===== src/rtl/i2c_start_pkg.sv =====
package i2c_start_pkg;
  typedef enum logic [1:0] {
    ST_IDLE = 2'd0,
    ST_PH1  = 2'd1,
    ST_PH2  = 2'd2,
    ST_HELD = 2'd3
  } start_state_t;

  localparam int FLAG_SEEN = 0;
  localparam int FLAG_DONE = 1;
  localparam int FLAG_BCOL = 2;
  localparam int FLAG_WCOL = 3;
  localparam int NUM_FLAGS = 4;
endpackage


===== src/rtl/i2c_line_sync.sv =====
module i2c_line_sync #(
  parameter int LINES  = 2,
  parameter int STAGES = 2
) (
  input  logic             clk,
  input  logic             rst,
  input  logic [LINES-1:0] raw,
  output logic [LINES-1:0] synced
);
  generate
    for (genvar g = 0; g < LINES; g++) begin : g_line
      logic [STAGES-1:0] pipe;
      always_ff @(posedge clk) begin
        if (rst) pipe <= '1;
        else     pipe <= {pipe[STAGES-2:0], raw[g]};
      end
      assign synced[g] = pipe[STAGES-1];
    end
  endgenerate
endmodule


===== src/rtl/i2c_baud_cnt.sv =====
module i2c_baud_cnt #(
  parameter int W = 7
) (
  input  logic         clk,
  input  logic         rst,
  input  logic         load,
  input  logic         stop,
  input  logic [W-1:0] reload,
  output logic         timeout
);
  logic [W-1:0] cnt;
  logic         run;

  always_ff @(posedge clk) begin
    if (rst) begin
      cnt <= '0;
      run <= 1'b0;
    end else if (load) begin
      cnt <= reload;
      run <= 1'b1;
    end else if (stop) begin
      run <= 1'b0;
    end else if (run && (cnt != '0)) begin
      cnt <= cnt - 1'b1;
    end
  end

  assign timeout = run && (cnt == '0);
endmodule


===== src/rtl/i2c_start_fsm.sv =====
module i2c_start_fsm
  import i2c_start_pkg::*;
(
  input  logic clk,
  input  logic rst,
  input  logic start_en,
  input  logic sda_hi,
  input  logic scl_hi,
  input  logic timeout,
  input  logic release_req,
  output logic cnt_load,
  output logic cnt_stop,
  output logic set_seen,
  output logic set_done,
  output logic set_coll,
  output logic clr_en,
  output logic sda_low
);
  start_state_t state, state_nxt;
  logic         sda_low_nxt;

  always_comb begin
    state_nxt   = state;
    sda_low_nxt = sda_low;
    cnt_load    = 1'b0;
    cnt_stop    = 1'b0;
    set_seen    = 1'b0;
    set_done    = 1'b0;
    set_coll    = 1'b0;
    clr_en      = 1'b0;
    unique case (state)
      ST_IDLE: begin
        sda_low_nxt = 1'b0;
        if (start_en) begin
          if (sda_hi && scl_hi) begin
            cnt_load  = 1'b1;
            state_nxt = ST_PH1;
          end else begin
            set_coll = 1'b1;
            clr_en   = 1'b1;
          end
        end
      end
      ST_PH1: begin
        if (!scl_hi) begin
          set_coll  = 1'b1;
          clr_en    = 1'b1;
          cnt_stop  = 1'b1;
          state_nxt = ST_IDLE;
        end else if (timeout) begin
          if (sda_hi) begin
            cnt_load    = 1'b1;
            set_seen    = 1'b1;
            sda_low_nxt = 1'b1;
            state_nxt   = ST_PH2;
          end else begin
            set_coll  = 1'b1;
            clr_en    = 1'b1;
            cnt_stop  = 1'b1;
            state_nxt = ST_IDLE;
          end
        end
      end
      ST_PH2: begin
        if (timeout) begin
          cnt_stop  = 1'b1;
          set_done  = 1'b1;
          clr_en    = 1'b1;
          state_nxt = ST_HELD;
        end
      end
      ST_HELD: begin
        if (release_req) begin
          sda_low_nxt = 1'b0;
          state_nxt   = ST_IDLE;
        end
      end
      default: state_nxt = ST_IDLE;
    endcase
  end

  always_ff @(posedge clk) begin
    if (rst) begin
      state   <= ST_IDLE;
      sda_low <= 1'b0;
    end else begin
      state   <= state_nxt;
      sda_low <= sda_low_nxt;
    end
  end
endmodule


===== src/rtl/i2c_start_regs.sv =====
module i2c_start_regs
  import i2c_start_pkg::*;
#(
  parameter int CMD_W    = 5,
  parameter int RELOAD_W = 7,
  parameter int DATA_W   = 8
) (
  input  logic                 clk,
  input  logic                 rst,
  input  logic                 ctl_wr,
  input  logic [CMD_W-1:0]     ctl_wdata,
  input  logic                 clr_en,
  input  logic                 reload_wr,
  input  logic [RELOAD_W-1:0]  reload_wdata,
  input  logic                 tx_valid,
  input  logic [DATA_W-1:0]    tx_data,
  input  logic                 set_seen,
  input  logic                 set_done,
  input  logic                 set_coll,
  input  logic [NUM_FLAGS-1:0] flag_clr,
  output logic [CMD_W-1:0]     cmd_q,
  output logic [RELOAD_W-1:0]  reload_q,
  output logic [DATA_W-1:0]    tx_buf,
  output logic [NUM_FLAGS-1:0] flags
);
  logic                 busy;
  logic [NUM_FLAGS-1:0] set_vec;

  assign busy = cmd_q[0];

  always_ff @(posedge clk) begin
    if (rst) begin
      cmd_q <= '0;
    end else if (ctl_wr && !busy) begin
      cmd_q <= ctl_wdata;
    end else if (clr_en) begin
      cmd_q[0] <= 1'b0;
    end
  end

  always_ff @(posedge clk) begin
    if (rst)            reload_q <= '0;
    else if (reload_wr) reload_q <= reload_wdata;
  end

  always_ff @(posedge clk) begin
    if (rst)                   tx_buf <= '0;
    else if (tx_valid && !busy) tx_buf <= tx_data;
  end

  always_comb begin
    set_vec            = '0;
    set_vec[FLAG_SEEN] = set_seen;
    set_vec[FLAG_DONE] = set_done;
    set_vec[FLAG_BCOL] = set_coll;
    set_vec[FLAG_WCOL] = tx_valid && busy;
  end

  generate
    for (genvar f = 0; f < NUM_FLAGS; f++) begin : g_flag
      always_ff @(posedge clk) begin
        if (rst) flags[f] <= 1'b0;
        else     flags[f] <= set_vec[f] | (flags[f] & ~flag_clr[f]);
      end
    end
  endgenerate
endmodule


===== src/rtl/i2c_start_gen.sv =====
module i2c_start_gen
  import i2c_start_pkg::*;
#(
  parameter int CMD_W       = 5,
  parameter int RELOAD_W    = 7,
  parameter int DATA_W      = 8,
  parameter int SYNC_STAGES = 2
) (
  input  logic                 clk,
  input  logic                 rst,
  input  logic                 ctl_wr,
  input  logic [CMD_W-1:0]     ctl_wdata,
  output logic [CMD_W-1:0]     cmd_q,
  input  logic                 reload_wr,
  input  logic [RELOAD_W-1:0]  reload_wdata,
  input  logic                 tx_valid,
  output logic                 tx_ready,
  input  logic [DATA_W-1:0]    tx_data,
  output logic [DATA_W-1:0]    tx_buf,
  input  logic [NUM_FLAGS-1:0] flag_clr,
  output logic                 start_seen,
  output logic                 done_irq,
  output logic                 bus_coll,
  output logic                 wr_coll,
  input  logic                 sda_in,
  input  logic                 scl_in,
  output logic                 sda_drive_low,
  output logic                 scl_drive_low
);
  localparam int LINES = 2;

  logic [LINES-1:0]     lines_s;
  logic [RELOAD_W-1:0]  reload_q;
  logic [NUM_FLAGS-1:0] flags;
  logic cnt_load, cnt_stop, timeout;
  logic set_seen, set_done, set_coll, clr_en;

  i2c_line_sync #(.LINES(LINES), .STAGES(SYNC_STAGES)) u_sync (
    .clk(clk), .rst(rst), .raw({scl_in, sda_in}), .synced(lines_s)
  );

  i2c_baud_cnt #(.W(RELOAD_W)) u_baud (
    .clk(clk), .rst(rst), .load(cnt_load), .stop(cnt_stop),
    .reload(reload_q), .timeout(timeout)
  );

  i2c_start_fsm u_fsm (
    .clk(clk), .rst(rst), .start_en(cmd_q[0]),
    .sda_hi(lines_s[0]), .scl_hi(lines_s[1]), .timeout(timeout),
    .release_req(ctl_wr), .cnt_load(cnt_load), .cnt_stop(cnt_stop),
    .set_seen(set_seen), .set_done(set_done), .set_coll(set_coll),
    .clr_en(clr_en), .sda_low(sda_drive_low)
  );

  i2c_start_regs #(.CMD_W(CMD_W), .RELOAD_W(RELOAD_W), .DATA_W(DATA_W)) u_regs (
    .clk(clk), .rst(rst), .ctl_wr(ctl_wr), .ctl_wdata(ctl_wdata),
    .clr_en(clr_en), .reload_wr(reload_wr), .reload_wdata(reload_wdata),
    .tx_valid(tx_valid), .tx_data(tx_data), .set_seen(set_seen),
    .set_done(set_done), .set_coll(set_coll), .flag_clr(flag_clr),
    .cmd_q(cmd_q), .reload_q(reload_q), .tx_buf(tx_buf), .flags(flags)
  );

  assign tx_ready      = 1'b1;
  assign scl_drive_low = 1'b0;
  assign start_seen    = flags[FLAG_SEEN];
  assign done_irq      = flags[FLAG_DONE];
  assign bus_coll      = flags[FLAG_BCOL];
  assign wr_coll       = flags[FLAG_WCOL];
endmodule


===== config.mk =====
export PLATFORM = sky130hd
export DESIGN_NAME = i2c_start_gen
export DESIGN_NICKNAME = d
export VERILOG_FILES = /design/src/rtl/i2c_start_pkg.sv /design/src/rtl/i2c_line_sync.sv /design/src/rtl/i2c_baud_cnt.sv /design/src/rtl/i2c_start_fsm.sv /design/src/rtl/i2c_start_regs.sv /design/src/rtl/i2c_start_gen.sv
export SDC_FILE = /design/constraint.sdc
export NUM_CORES = 1
export LEC_CHECK = 0
export BUFFER_PORTS_ARGS = -buffer_cell sky130_fd_sc_hd__buf_2
export CAP_MARGIN = 5
export CORE_ASPECT_RATIO = 1.25
export CORE_MARGIN = 2
export CORE_UTILIZATION = 40
export CTS_CLUSTER_SIZE = 25
export DETAILED_ROUTE_END_ITERATION = 7
export PLACE_DENSITY_LB_ADDON = 0.12
export SETUP_SLACK_MARGIN = 0.5
export SKIP_CTS_REPAIR_TIMING = 1
export SLEW_MARGIN = 20
export SYNTH_ARGS = -nofsm -noshare
export SYNTH_HDL_FRONTEND = slang
export SYNTH_SLANG_ARGS = --single-unit

===== constraint.sdc =====
create_clock -name clk -period 1.8 [get_ports clk]
set_input_delay 0.18 -clock clk [delete_from_list [all_inputs] [get_ports clk]]
set_output_delay 0.18 -clock clk [all_outputs]
set_load 0.01 [all_outputs]

# Word-level counts from Yosys, hierarchy flattened
# Index checks and enable logic that the tools add are counted.
# classes
n_bitwise,12
n_reduce_logical,17
eq_ne,12
add_sub_neg,1
muxes,37
# op_table
operator,count
2-to-1 mux 1 bit,21
2-to-1 mux 7 bit,3
2-to-1 mux 2 bit,7
!= test 2 bit (second input constant),6
AND reduction 5 bit,2
one-hot mux 2 bit (4 select lines),1
zero test 7 bit,1
nonzero test 7 bit,1
subtractor 7 x 1 -> 7 bit (second input constant),1
logical AND 1 bit,6
one-hot mux 1 bit (2 select lines),3
one-hot mux 1 bit (3 select lines),2
nonzero test 2 bit,3
bitwise AND 1 bit,4
== test 2 bit (second input constant),2
!= test 2 x 1 -> 1 bit (second input constant),2
inverter 1 bit,4
bitwise OR 1 bit,4
!= test 3 bit (second input constant),1
nonzero test 3 bit,1
== test 2 x 1 -> 1 bit (second input constant),1
zero test 2 bit,1
AND reduction 2 bit,1
zero test 1 bit,1
# word_totals
out_inout_bits,20
inputBits,31
wordCells,93
ff_bits,39

# Longest topological paths before layout
# Gate-level depths: netlist of run 1.
# depth
word_depth,7
depth_mapped,7
ltp_nobuf,6

# Hierarchy
# From an unflattened synthesis of run 1, not the netlist that was laid out.
# hier_totals
cells_unflattened,216
area_unflattened_um2,2026.9
# modules_own_cells
module,area_per_inst_um2,seq_area_each_um2,instances,cells_per_inst
i2c_start_regs,1002.2,480.5,1,96
i2c_baud_cnt,514.2,160.2,1,59
i2c_start_fsm,367.9,60.1,1,47
i2c_line_sync,120.1,80.1,1,10
i2c_start_gen,22.5,0.0,1,4

# Least setup slack after synthesis of run 1
# No wires, ideal clock.
# synth_path
path_type,reg2reg
from,register u_baud.cnt[0]
to,register u_baud.cnt[1]
slack_ps,-93
setup_time_ps,75
arrival_ps,1818
required_ps,1725
path_stages_with_launch,7
period_less_slack_ps,1893
path_buffers,0
cell_sequence,dfxtp_1 > inv_1 > ha_1 > or4b_4 > o311ai_2 > mux2_2 > o22ai_1
# synth_via
elab_chain_len,7
word_cells_on_any_way,18
cone_classes,1 x add/sub; 1 x eq/ne; 10 x mux; 6 x reduce/logical
# synth_rtl
element,line,source
start: declaration,i2c_baud_cnt.sv:11,logic [W-1:0] cnt;
start signal: assignment,i2c_baud_cnt.sv:19,cnt <= reload;
start signal: assignment,i2c_baud_cnt.sv:24,cnt <= cnt - 1'b1;
zero test 7 bit,i2c_baud_cnt.sv:28,assign timeout = run && (cnt == '0);
logical AND 1 bit,i2c_baud_cnt.sv:28,
2-to-1 mux 1 bit,i2c_start_fsm.sv:50,end else if (timeout) begin
2-to-1 mux 1 bit,i2c_start_fsm.sv:45,if (!scl_hi) begin
one-hot mux 1 bit (2 select lines),i2c_start_fsm.sv:31,unique case (state)
!= test 2 bit (no line) / nonzero test 2 bit (equally long branches),-,
AND reduction 2 bit (no line),-,
# Several ways; a longest one is shown, not always the timed one. The select of a mux whose other input is x is not followed.
# A chain may end at the register's enable or synchronous reset.

# Worst setup path after layout of run 1
# layout_path
from,register u_baud.cnt[1]
to,register u_baud.cnt[1]
# The elaborated chain is that of the path after synthesis.

==> out/qor.yml, run 1 <==
run_status:
  status: "finished with violations"
  violations: "negative setup slack"
timing:
  fmax_mhz: 537.3
  post-route-period-util: 1.034
  hold_viol: 0
  rsz0062_at_grt: "true"
  min_period_ns: 1.861
  setup-violations-final: 1
  worst_clock_skew_ns: 0.004317
  maxSlewViolCount: 0
  setup_ws_ns: -0.06104
finish:
  stdcell_count: 323
  drive_gt1_frac: 0.4679
  final_nets: 302
  final_area_sq_um: 2567
  area_delta_synth_final_pct: 38.55
  diodes: 0
  fin_util: 0.5802
detailed_routing:
  drtIter0Drc: 44
  drc: 0
  num_vias: 1610
  via_per_inst: 4.985
  ant_nets: 0
  avgRoutedWirePerCell_um: 12.66
  drtPass1Iterations: 4
  routed_wl_mm: 4.089
synthesis:
  synth.avg_cell_area_sq_um: 9.552
  synth.top_cells.by_area: "dfxtp_1, mux2i_1, nor2_1"
  yosysWarnings: 0
  synth-seq-area-share: 0.4213
  synth_top_area_frac: 0.4213
  ys_seq_elements: 39
  syn-cell-area_sq_um: 1853
  syn_inst: 194
  syn_nets: 232
  ys_types: 40
  synth_top_area_cell: "dfxtp_1"
clock_tree:
  cts_tree: "yes"
  clkLatencyLatePin_ns: 0.29
  path_clk_slew_ns: 0.08
  clock_tree.root_cell: "clkbuf_8"
  clockBufferDepth: 2
  cts.htree.levels: 2
  cts_made_buffers: 5
  clock-sinks: 39
worst_setup_path:
  crit_chain: "inv_2, ha_4, or4b_4, o311ai_4, mux2_4, o22ai_2"
  cp_max_fo: 3
  worst_ep_arrival_time_ns: 2.09
  cp.required_ns: 2.02
  worstSetupPathType: "reg -> reg"
  r2r_slack_ns: -0.06
  r2r_end: "u_baud.cnt[1]$_SDFFE_PP0P_"
  crit_start: "u_baud.cnt[1]$_SDFFE_PP0P_"
  r2r_start: "u_baud.cnt[1]$_SDFFE_PP0P_"
  crit_path_max_incr_delay_ns: 0.49
  ff2ff_path_depth: 6
  critPathSlowestCell: "or4b_4"
  crit_end: "u_baud.cnt[1]$_SDFFE_PP0P_"
  critPathBufInv: 1
  endpoint_kind: "flip-flop"
  startpoint_type: "flip-flop"
  cp_top_family: "simple AND/OR/NAND/NOR gates"
  crit_cells: 6
die:
  die_h_um: 80.10
  dieArea_sq_um: 5196
  rows: 27
  pin_count: 51
  initial_utilization: 0.4187
  die_w_um: 64.88
  core-area_sq_um: 4425
grt:
  grt_use_total: 0.1610
  first_global_vias: 1497
  antenna_found_initial: 0
  grt_pass1_wl_mm: 6.548
  grt_overflow_total: 0
  grt_max_degree: 27
pwr:
  p_leak_nw: 1.157
  p_per_area_nw_per_um2: 1020
  ir_drop_v: 0.0006115
  power.total_mw: 2.619
worst_hold_path:
  hold_path_class: "in -> reg"
  hp-start: "sda_in"
job:
  cap_violations: 0
placed_design:
  place_area_sq_um: 2290
  place_ws_ns: -0.09113
  gp_congestion: 0.8047
  dp.cells: 308
  io_buffers: 48
  hpwlAfterDp_mm: 2.906
==> report_power, final <==
part / internal (mW) / switching, mW
sequential: 0.940 / 0.0574
combinational: 0.471 / 0.411
clock: 0.413 / 0.327
total: 1.82 / 0.795
==> per-layer routing <==
metal,wire length [um],vias up,global-route usage
met5,0,-,0
met3,170,7,0.02941
met2,2007,42,0.2691
li1,-,816,-
met1,1846,745,0.2035
met4,65,0,0.06383
==> synthesized netlist by cell type (all sizes together) <==
cell	n
a31oi	1
clkbuf	9
o2111ai	1
ha	7
nor3	7
dfxtp	39
a32oi	1
nand3	7
xnor2	1
or3	1
nor2	24
mux2	1
nand2	4
o31ai	5
a311oi	3
or4b	1
and2	1
a21bo	1
nor2b	6
o22ai	1
or2	5
xor2	2
o21ai	2
inv	6
a311o	1
nand2b	3
buf	4
conb	2
mux2i	21
nor4b	1
a211oi	1
nand3b	2
a21o	1
nand4	4
o311ai	1
nor3b	1
a21oi	16
==> stage by stage <==
| step | hold WS [ns] | TNS [ns] |
|---|---|---|
| floorplan | 0.2838 | -0.01390 |
| global placement | 0.3626 | -0.03076 |
| detailed placement | 0.3674 | -0.09113 |
| CTS | 0.05717 | -0.1168 |
| global route | 0.05690 | -0.1195 |
| finish | 0.06583 | -0.06104 |
==> cells in the final DEF (no fill, tap or decap), types with 3 or more instances in the layout <==
| master | count |
|---|---|
| buf_2 | 48 |
| inv_1 | 3 |
| nor2_1 | 24 |
| o31ai_1 | 4 |
| nand2b_1 | 3 |
| clkbuf_8 | 5 |
| nand4_1 | 4 |
| ha_1 | 5 |
| or2_2 | 4 |
| a21oi_1 | 11 |
| nand3_1 | 6 |
| inv_2 | 3 |
| a21oi_2 | 5 |
| dfxtp_2 | 4 |
| mux2i_1 | 21 |
| dfxtp_1 | 34 |
| buf_6 | 4 |
| nand2_1 | 4 |
| nor3_1 | 6 |
| buf_4 | 24 |
| nor2b_1 | 4 |
==> worst reg2reg max path: cells and delay by family (launching register included) <==
kind / cells / cell delay [ns]
AND/OR/NAND/NOR: 1 / 0.49
buffers and inverters: 1 / 0.07
adder cells (fa/ha/maj): 1 / 0.13
flip-flops: 1 / 0.33
AO/OA/AOI/OAI: 2 / 0.43
multiplexers: 1 / 0.34
==> how the worst min path moves through the flow <==
stage / endpoint / slack [ns] / depth (start not counted)
after floorplan: u_sync.g_line[0].pipe[0]$_SDFF_PP1_ / 0.28 / 1
after global routing: u_sync.g_line[0].pipe[0]$_SDFF_PP1_ / 0.06 / 2
after detailed placement: u_sync.g_line[1].pipe[0]$_SDFF_PP1_ / 0.37 / 2
final: u_sync.g_line[0].pipe[0]$_SDFF_PP1_ / 0.07 / 2
after CTS: u_sync.g_line[0].pipe[0]$_SDFF_PP1_ / 0.06 / 2
after global placement: u_sync.g_line[0].pipe[0]$_SDFF_PP1_ / 0.36 / 2
==> final cells by class <==
| class | count | area [sq um] |
|---|---|---|
| timing repair buffer | 76 | 465.4 |
| multi-input combinational | 136 | 1105 |
| clock inverter | 3 | 43.79 |
| fill | 429 | 1858 |
| clock buffer | 5 | 68.82 |
| tap | 58 | 72.57 |
| sequential | 39 | 789.5 |
| inverter | 6 | 22.52 |
==> kinds of logic after synthesis <==
| kind of cell | Yosys count | synth area share |
|---|---|---|
| flops | 39 | 0.4213 |
| simple gates | 67 | 0.2012 |
| xor+xnor | 3 | 0.01418 |
| compound gates | 35 | 0.1438 |
| buf+inv | 19 | 0.04861 |
| fa+ha+maj | 7 | 0.04726 |
| mux | 22 | 0.1195 |
| other cells | 2 | 0.004053 |
==> flip-flops by register name (all words and copies together) (netlist names), named ones only <==
signal              cells
u_fsm.state             1
u_regs.tx_buf           8
u_regs.flags            4
u_regs.reload_q         7
u_baud.run              1
u_sync.g_line.pipe      4
u_baud.cnt              7
u_regs.cmd_q            5
u_fsm.sda_low           1
(Power assumes the default switching activity.)
==> inputs of run 2 (changes only) <==
--- a/config.mk
+++ b/config.mk
@@ -18,4 +18,5 @@
 export SLEW_MARGIN = 20
 export SYNTH_ARGS = -nofsm -noshare
 export SYNTH_HDL_FRONTEND = slang
+export SYNTH_HIERARCHICAL = 1
 export SYNTH_SLANG_ARGS = --single-unit
==> out/qor.yml, run 2 <==
detailed_routing:
  drc: 0  # unchanged
  routed_wl_mm: 4.542  # +11%
  drtIter0Drc: 69  # +57%
  ant_nets: 0  # unchanged
  num_vias: 1737  # +7.9%
  avgRoutedWirePerCell_um: 12.83  # +1.4%
  drtPass1Iterations: 4  # unchanged
  via_per_inst: 4.907  # -1.6%
worst_setup_path:
  critPathSlowestCell: "dfxtp_2"
  cp_max_fo: 4  # +1
  crit_path_max_incr_delay_ns: 0.34  # -0.15 ns
  startpoint_type: "flip-flop"
  critPathBufInv: 2  # +1
  crit_chain: "nor3_4, and3_4, and2_4, inv_2, o21ai_1, nand2_1, a21boi_2, buf_4, nand2b_4, a31oi_4, xnor2_1, o21a_1"
  cp_top_family: "simple AND/OR/NAND/NOR gates"
  r2r_slack_ns: -0.25  # -0.19 ns
  ff2ff_path_depth: 12  # +6
  worst_ep_arrival_time_ns: 2.22  # +0.13 ns
  worstSetupPathType: "reg -> reg"
  endpoint_kind: "flip-flop"
  cp.required_ns: 1.97  # -0.05 ns
  r2r_end: "u_baud/cnt[0]$_SDFFE_PP0P_"
  r2r_start: "u_baud/cnt[4]$_SDFFE_PP0P_"
placed_design:
  io_buffers: 48  # unchanged
  hpwlAfterDp_mm: 3.379  # +16%
  gp_congestion: 0.8751  # +8.7%
  place_area_sq_um: 2539  # +11%
synthesis:
  synth-seq-area-share: 0.3852  # -0.03615
  syn_inst: 216  # +11%
  synth_top_area_cell: "dfxtp_1"
  syn-cell-area_sq_um: 2027  # +9.4%
  synthTopCellsByCount: "dfxtp_1, nand2b_1, a21oi_1, nor2_1, inv_1"
  synth.avg_cell_area_sq_um: 9.384  # -1.8%
  synth_top_area_frac: 0.3852  # -0.03615
  syn_nets: 257  # +11%
  synth.most_common_cell: "dfxtp_1"
  synth_async_sr_flop_share: 0  # unchanged
  synth_edf_count: 0  # unchanged
  synth.top_cells.by_area: "dfxtp_1, nand4bb_1, nand2b_1"
  dominantRegCellSynth: "dfxtp_1"
  ys_seq_elements: 39  # unchanged
  yosysWarnings: 6  # +6
  ys_types: 46  # +15%
clock_tree:
  path_clk_slew_ns: 0.08  # about the same
  clkLatencyLatePin_ns: 0.28  # about the same
  cts_tree: "yes"
  cts_made_buffers: 5  # unchanged
  clockBufferDepth: 2  # unchanged
  clock-sinks: 39  # unchanged
  cts.htree.levels: 2  # unchanged
  clock_tree.root_cell: "clkbuf_8"
die:
  initial_utilization: 0.4223  # +0.003599
  dieArea_sq_um: 5657  # +8.9%
  die_h_um: 83.59  # +4.4%
  die_w_um: 67.67  # +4.3%
  pin_count: 51  # unchanged
  rows: 28  # +3.7%
  core-area_sq_um: 4800  # +8.5%
worst_hold_path:
  hp-start: "scl_in"
  min_path_cells: 2  # unchanged
  worstHoldEndpoint: "u_sync/g_line[1].pipe[0]$_SDFF_PP1_"
  hold_path_class: "in -> reg"
finish:
  regMostFlops: "u_regs/tx_buf"
  final_area_sq_um: 2761  # +7.6%
  diodes: 0  # unchanged
  final_common_cell: "buf_2"
  multi_input_area_sq_um: 1260  # +14%
  final_nets: 334  # +11%
  fin_util: 0.5753  # -0.004814
  seq_area_sq_um: 784.5  # -0.63%
  final_cell_mix: "buf_2, dfxtp_1, buf_4"
  largest_reg_flops: 8  # unchanged
  nFillCells: 439  # +2.3%
  drive_gt1_frac: 0.4660  # -0.001938
  area_delta_synth_final_pct: 36.23
  biggestRegsByFlops: "u_regs/tx_buf x8, u_baud/cnt x7, u_regs/reload_q x7"
grt:
  use_met2: 0.2772  # +0.008111
  met3_usage: 0.04049  # +0.01107
  grt_use_met1: 0.2005  # -0.002977
  grt_max_degree: 24  # -11%
  antenna_found_initial: 0  # unchanged
  grt_use_total: 0.1656  # +0.004662
  grt_overflow_total: 0  # unchanged
  grt_pass1_wl_mm: 7.286  # +11%
  first_global_vias: 1623  # +8.4%
  busiest_layer: "met2"
timing:
  setup_ws_ns: -0.2485  # -0.1875 ns
  rsz0062_at_grt: "true"
  setup-violations-final: 7  # +6
  post-route-period-util: 1.138  # +0.1041
  maxSlewViolCount: 0  # unchanged
  worst_clock_skew_ns: 0.003133  # -0.001183 ns
  hold_viol: 0  # unchanged
  fmax_mhz: 488.2  # -9.2%
  min_period_ns: 2.048  # +0.1875 ns
pwr:
  p_per_area_nw_per_um2: 909.3  # -11%
  p_leak_nw: 1.175  # +1.6%
  ir_drop_v: 0.0003752  # -39%
run_status:
  violations: "negative setup slack"
  status: "finished with violations"
job:
  cap_violations: 0  # unchanged
[run 2: kinds of logic after synthesis]
family                   share of synthesized area
AND/OR/NAND/NOR                             0.2728
AO/OA/AOI/OAI                               0.1710
flip-flops                                  0.3852
buffers and inverters                      0.05741
adder cells (fa/ha/maj)                    0.06173
multiplexers                               0.03951
other                                     0.003705
XOR/XNOR                                  0.008644
[run 2: per-layer routing]
metal / part of all wire / up-vias
met5: 0 / -
met4: 0.011 / 0
met3: 0.041 / 4
met2: 0.51 / 36
met1: 0.43 / 797
li1: - / 900
[run 2: worst register-to-register path, stage by stage (launching register included)]
cell and delay, ns:
dfxtp_2 0.34, nor3_4 0.20, and3_4 0.21, and2_4 0.15, inv_2 0.04, o21ai_1 0.10
nand2_1 0.07, a21boi_2 0.16, buf_4 0.15, nand2b_4 0.13, a31oi_4 0.05, xnor2_1 0.14
o21a_1 0.20
[run 2: final cells by class]
| class | instances | area share |
|---|---|---|
| clock buffers | 6 | 0.02628 |
| clock inverters | 2 | 0.004531 |
| inverters | 14 | 0.01903 |
| multi-input cells | 152 | 0.4563 |
| flip-flops and latches | 39 | 0.2841 |
| well taps | 60 | 0.02719 |
| repair buffers | 81 | 0.1826 |
[run 2: worst max path at each step]
stage,slack (ns),cells after the start,end,startpoint
3_3_place_gp,-0.30,12,u_baud/cnt[3]$_SDFFE_PP0P_,u_baud/cnt[1]$_SDFFE_PP0P_
2_1_floorplan,-0.29,12,u_baud/cnt[3]$_SDFFE_PP0P_,u_baud/cnt[0]$_SDFFE_PP0P_
4_1_cts,-0.36,12,u_baud/cnt[3]$_SDFFE_PP0P_,u_baud/cnt[1]$_SDFFE_PP0P_
5_1_grt,-0.42,12,u_baud/cnt[3]$_SDFFE_PP0P_,u_baud/cnt[1]$_SDFFE_PP0P_
3_5_place_dp,-0.34,12,u_baud/cnt[3]$_SDFFE_PP0P_,u_baud/cnt[0]$_SDFFE_PP0P_
6_report,-0.25,12,u_baud/cnt[0]$_SDFFE_PP0P_,u_baud/cnt[4]$_SDFFE_PP0P_
[run 2: through the flow]
step	instances	hold WS (ns)	setup slack (ns)	TNS (ns)	total power, mW
floorplan	216	0.2528	-0.2938	-0.9521	1.504
global placement	343	0.3556	-0.3030	-1.638	1.825
detailed placement	343	0.3599	-0.3412	-1.814	1.829
CTS	351	0.05409	-0.3583	-1.948	2.426
global route	354	0.07171	-0.4160	-2.510	2.674
finish	354	0.06717	-0.2485	-1.433	2.511
[run 2: power by group]
group / switching, mW / internal [mW] / total [mW]
combinational: 0.438 / 0.491 / 0.929
clock: 0.309 / 0.271 / 0.580
sequential: 0.0546 / 0.947 / 1.00
total: 0.802 / 1.71 / 2.51
